`config.mk`:
```
export PLATFORM = sky130hd
export DESIGN_NAME = warp_issue_sched
export DESIGN_NICKNAME = d
export VERILOG_FILES = /design/src/rtl/wis_pkg.sv /design/src/rtl/wis_slot_track.sv /design/src/rtl/wis_pick.sv /design/src/rtl/warp_issue_sched.sv
export SDC_FILE = /design/constraint.sdc
export NUM_CORES = 1
export LEC_CHECK = 0
export BUFFER_PORTS_ARGS = -buffer_cell sky130_fd_sc_hd__buf_4
export CAP_MARGIN = 20
export CORE_AREA = 2 2 291 293
export CTS_CLUSTER_DIAMETER = 80
export DETAILED_ROUTE_END_ITERATION = 16
export DIE_AREA = 0 0 293 295
export SLEW_MARGIN = 20
export SYNTH_ARGS = -nofsm -noshare
export SYNTH_HDL_FRONTEND = slang
export SYNTH_SLANG_ARGS = --single-unit
```
`constraint.sdc`:
```
create_clock -name clk_i -period 199.1 [get_ports clk_i]
set_input_delay 9.955 -clock clk_i [delete_from_list [all_inputs] [get_ports clk_i]]
set_output_delay 9.955 -clock clk_i [all_outputs]
set_load 0.02 [all_outputs]
```
`src/rtl/wis_pkg.sv`:
```
package wis_pkg;
  localparam int unsigned DEF_WARPS = 48;  // 1536 threads / 32 per warp
  localparam int unsigned DEF_AGE_W = 4;
endpackage

```
`src/rtl/wis_slot_track.sv`:
```
module wis_slot_track #(
  parameter int unsigned N     = wis_pkg::DEF_WARPS,
  parameter int unsigned AGE_W = wis_pkg::DEF_AGE_W
) (
  input  logic                      clk_i,
  input  logic                      rst_ni,
  input  logic [N-1:0]              resident_i,
  input  logic [N-1:0]              opnd_rdy_i,
  input  logic [N-1:0]              issued_i,
  output logic [N-1:0]              elig_o,
  output logic [N-1:0][AGE_W-1:0]   age_o
);
  localparam logic [AGE_W-1:0] AGE_MAX = {AGE_W{1'b1}};

  logic [N-1:0] pend_q;

  for (genvar g = 0; g < N; g++) begin : g_slot
    always_ff @(posedge clk_i or negedge rst_ni) begin
      if (!rst_ni) begin
        pend_q[g] <= 1'b0;
        age_o[g]  <= '0;
      end else if (!resident_i[g] || issued_i[g]) begin
        pend_q[g] <= 1'b0;
        age_o[g]  <= '0;
      end else if (!pend_q[g]) begin
        pend_q[g] <= opnd_rdy_i[g];
        age_o[g]  <= '0;
      end else if (age_o[g] != AGE_MAX) begin
        age_o[g]  <= age_o[g] + 1'b1;
      end
    end
  end

  assign elig_o = pend_q & resident_i;

  // loss of residency drops the pending flag
  assert_nonresident_clear_R4: assert property (@(posedge clk_i) disable iff (!rst_ni)
    (resident_i == '0) |=> (pend_q == '0));
endmodule

```
`src/rtl/wis_pick.sv`:
```
module wis_pick #(
  parameter int unsigned N     = wis_pkg::DEF_WARPS,
  parameter int unsigned AGE_W = wis_pkg::DEF_AGE_W,
  localparam int unsigned IDW  = (N > 1) ? $clog2(N) : 1
) (
  input  logic [N-1:0]            cand_i,
  input  logic [N-1:0][AGE_W-1:0] age_i,
  output logic                    found_o,
  output logic [IDW-1:0]          id_o,
  output logic [N-1:0]            onehot_o
);
  logic [AGE_W-1:0] best_age;

  always_comb begin
    found_o  = 1'b0;
    id_o     = '0;
    best_age = '0;
    for (int i = 0; i < N; i++) begin
      // strict compare keeps the lowest index on equal age
      if (cand_i[i] && (!found_o || age_i[i] > best_age)) begin
        found_o  = 1'b1;
        id_o     = IDW'(i);
        best_age = age_i[i];
      end
    end
    onehot_o = found_o ? ({{(N-1){1'b0}}, 1'b1} << id_o) : '0;
  end
endmodule

```
`src/rtl/warp_issue_sched.sv`:
```
module warp_issue_sched #(
  parameter int unsigned NUM_WARPS = wis_pkg::DEF_WARPS,
  parameter int unsigned AGE_W     = wis_pkg::DEF_AGE_W,
  localparam int unsigned IDW      = (NUM_WARPS > 1) ? $clog2(NUM_WARPS) : 1
) (
  input  logic                 clk_i,
  input  logic                 rst_ni,
  input  logic [NUM_WARPS-1:0] resident_i,
  input  logic [NUM_WARPS-1:0] opnd_rdy_i,
  input  logic                 stall_i,
  output logic                 issue0_vld_o,
  output logic [IDW-1:0]       issue0_id_o,
  output logic                 issue1_vld_o,
  output logic [IDW-1:0]       issue1_id_o
);
  logic [NUM_WARPS-1:0]            elig, cand1, oh0, oh1, issued;
  logic [NUM_WARPS-1:0][AGE_W-1:0] age;
  logic                            fnd0, fnd1;
  logic [IDW-1:0]                  id0, id1;

  wis_slot_track #(.N(NUM_WARPS), .AGE_W(AGE_W)) u_track (
    .clk_i, .rst_ni, .resident_i, .opnd_rdy_i,
    .issued_i (issued),
    .elig_o   (elig),
    .age_o    (age)
  );

  wis_pick #(.N(NUM_WARPS), .AGE_W(AGE_W)) u_pick0 (
    .cand_i (elig), .age_i (age), .found_o (fnd0), .id_o (id0), .onehot_o (oh0)
  );

  assign cand1 = elig & ~oh0;

  wis_pick #(.N(NUM_WARPS), .AGE_W(AGE_W)) u_pick1 (
    .cand_i (cand1), .age_i (age), .found_o (fnd1), .id_o (id1), .onehot_o (oh1)
  );

  assign issue0_vld_o = fnd0 & ~stall_i;
  assign issue1_vld_o = fnd1 & ~stall_i;
  assign issue0_id_o  = issue0_vld_o ? id0 : '0;
  assign issue1_id_o  = issue1_vld_o ? id1 : '0;
  assign issued       = stall_i ? '0 : (oh0 | oh1);

  assert_grant_eligible_R1: assert property (@(posedge clk_i) disable iff (!rst_ni)
    issue0_vld_o |-> elig[issue0_id_o]);
  assert_reissue_blocked_R3: assert property (@(posedge clk_i) disable iff (!rst_ni)
    issue0_vld_o |=> !(issue0_vld_o && issue0_id_o == $past(issue0_id_o))
                  && !(issue1_vld_o && issue1_id_o == $past(issue0_id_o)));
  assert_age_order_R5: assert property (@(posedge clk_i) disable iff (!rst_ni)
    issue1_vld_o |-> age[issue1_id_o] <= age[issue0_id_o]);
  assert_tie_low_id_R6: assert property (@(posedge clk_i) disable iff (!rst_ni)
    (issue1_vld_o && age[issue1_id_o] == age[issue0_id_o]) |-> issue0_id_o < issue1_id_o);
  assert_second_distinct_R7: assert property (@(posedge clk_i) disable iff (!rst_ni)
    issue1_vld_o |-> (issue0_vld_o && issue1_id_o != issue0_id_o));
  assert_stall_blocks_R9: assert property (@(posedge clk_i) disable iff (!rst_ni)
    stall_i |-> !issue0_vld_o && !issue1_vld_o);
  assert_idle_id_zero_R10: assert property (@(posedge clk_i) disable iff (!rst_ni)
    !issue0_vld_o |-> issue0_id_o == '0);
endmodule

```
==> metrics <==
Critical Path Max Stage Delay a little under 0.7 ns; Area growth syn-to-layout 9.85%; post-synthesis mux area share under 10%; kind of critical path in2out; final worst slack ~13 ns; diode count 0; fraction of registers with async set/reset 100%; distinct cell type count after synthesis between 100 and 150; Critical Path AT between 150 and 200 ns; Setup crit end kind primary output; dpl ws between 10 and 15 ns; #FFs+latches synth between 200 and 250; Post-Synth Adder-Cell Area 13.5%; Avg Inst Size Synth between 7 and 8 um^2; Final Hold Fails 0; sequential share of the synthesized area 18.2%; clk slew on worst S/H paths 0.05 ns; # rows ~110; Nets roughly 4900; commonest non-fill, non-tap cell in the layout nor2_1; Hold Crit Endpoint u_track.pend_q[39]; GRT overflow 0; gr usage total approximately 28%; routability cong. between 1 and 1.5; Critical Path Most Common Cell a21oi_1; TritonCTS Buffers 38; placed cell count ~5500; crit start category primary input; Hold Crit Class reg2reg; EDFF count, synth 0; chip width slightly below 300 um; Layout Cells excl Fill 5562; slowest cell on the critical path or3b_1; initial core utilization 39.7%; Total Wirelength about 130 mm; Synth Instances around 4400; vias in the first global route 32700; worst r2r src u_track.pend_q[0]; Post-Syn Nets approximately 4800; post-synthesis compound-gate area fraction 28.2%; largest family of logic cells by synthesized area compound AO/OA/AOI/OAI gates; worst path required time about 190 ns; die footprint just under 90000 um^2; reg2reg path depth 755; Worst Hold Depth 2; Slew headroom between 10% and 20%; initial antenna violation count 3; vias per cell approximately 6.3; fin area between 30000 and 40000 um^2; clk_lat worst skew a little under 0.6 ns; largest net degree at the start of global routing 75; Final Setup Violations 0; Ys Warns 0; vias post-DR around 35000; fin crit share between 90% and 100%; Post-DP HPWL around 100 mm; slew at the pin closest to its max-slew limit 1.31 ns; Clock Sinks between 200 and 250; synthesized cell area 33000 um^2; Hold Buf Count CTS 0; Iter 0 DRT Violations about 3400; Synth Area in XOR/XNOR 1.33%; outcome completed; port bufs ~110; R2R setup slack 30.91 ns; root buffer cell clkbuf_16; crit path max fanout 18; Synth Area in Simple Gates roughly a quarter; Max Clock Skew about 0.044 ns; antenna viol nets, final 0; Max Cap Viol 0; fmax between 5 and 6 MHz; max-slew violation count 0; TritonCTS clock tree done; min Tclk post-route roughly 190 ns; Top-Level Pins about 110; first-pass GRT wire length 192 mm; Area after DPL approximately 35000 um^2; hold_sp u_track.pend_q[39]; clock tree buffer depth 3; commonest cells after routing, fill and taps aside 429 x nor2_1, 347 x nand2_1, 344 x ha_1; Most used DFF post-synth dfrtp_1; DRT Pass-1 Iters 7; Worst R2R End u_track.age_o[31]; wire length per cell between 20 and 25 um; layout cells sized above 1 about a tenth; core box area a little over 80000 um^2; DRC Markers 0; die height between 200 and 300 um; WHS about 0.54 ns; H-tree levels 2
## worst max-delay path by stage
stage                              from              to  cells after the start
after floorplan           resident_i[0]  issue1_id_o[4]                   1191
after global placement    resident_i[0]  issue1_id_o[4]                   1188
after detailed placement  resident_i[0]  issue1_id_o[4]                    960
after CTS                 resident_i[0]  issue1_id_o[4]                    938
after global routing      resident_i[0]  issue1_id_o[4]                    935
final                     resident_i[0]  issue1_id_o[4]                    937
## worst max-delay path, delay by kind of cell
family                     cells  cell delay, ns
adders and majority gates    137           41.25
and+or+nand+nor              214           35.45
buffers and inverters         68            7.53
muxes                         63           21.86
AOI/OAI and AO/OA            455          100.54
## logic make-up (layout without fill, tap and decap cells)
group / Yosys count / in the layout
AO/OA/AOI/OAI: 1348 / 1348
multiplexers: 230 / 230
XOR/XNOR: 50 / 50
adder cells (fa/ha/maj): 360 / 360
flip-flops: 240 / 240
AND/OR/NAND/NOR: 1721 / 1721
buffers and inverters: 419 / 533
## final cells by class
cell class                      count  area, um^2
Fill cell                        8430       46900
Multi-Input combinational cell   3709       25400
Sequential cell                   240        6010
Tap cell                         1080        1350
Inverter                          322        1210
Timing Repair Buffer              145        1090
Clock buffer                       48        1060
Clock inverter                     18         126
## cell usage after synthesis, types with 23 or more instances
cell      count  area, um^2
nor3_1      176         881
nand3b_1     24         180
mux2_2      115        1290
and3_1       62         388
nand2_1     347        1300
inv_1       318        1190
a211oi_1     62         465
or3_1        26         163
a31oi_1      70         438
o211ai_1     48         360
o31ai_1      34         255
xnor2_1      48         420
o311ai_0     23         201
a21o_1       51         383
nand3_1     245        1230
o21ai_0     293        1470
clkbuf_1     50         188
a21oi_1     310        1550
nand2b_1     38         238
o21a_1       45         338
and2_1       95         594
nor2b_1      67         419
dfrtp_1     240        6010
nand4_1      26         163
nor2_1      429        1610
ha_1        344        4300
o21ai_1      25         125
nor4_1       71         444
mux2i_1     110        1100
## metal layers
layer	up-vias	track usage, %	part of all wire [%]
li1	16700	-	-
met1	16800	37.4	43
met2	1380	45.5	44
met3	287	4.25	7.8
met4	0	12.9	5.0
met5	-	0	0
## registers in the layout, summed over array words and instances (netlist names)
register / cells
u_track.age_o: 192
u_track.pend_q: 48
## stage by stage
| step | utilization, % | setup TNS [ns] |
|---|---|---|
| finish | 43.6 | 0 |
| global placement | 42.0 | 0 |
| global route | 43.6 | -0.0721 |
| CTS | 43.5 | 0 |
| floorplan | - | 0 |
| detailed placement | 42.0 | 0 |
## timing repair
| item | CTS | global route |
|---|---|---|
| resized for setup | 0 | 13 |
| setup endpoints to repair | 0 | 6 |
| endpoints found under the hold margin | 0 | 0 |
| setup buffers | 0 | 0 |
Power is left out: the tool's default activity adds up to more than one toggle a clock period on the data nets, which glitch-free logic cannot reach.
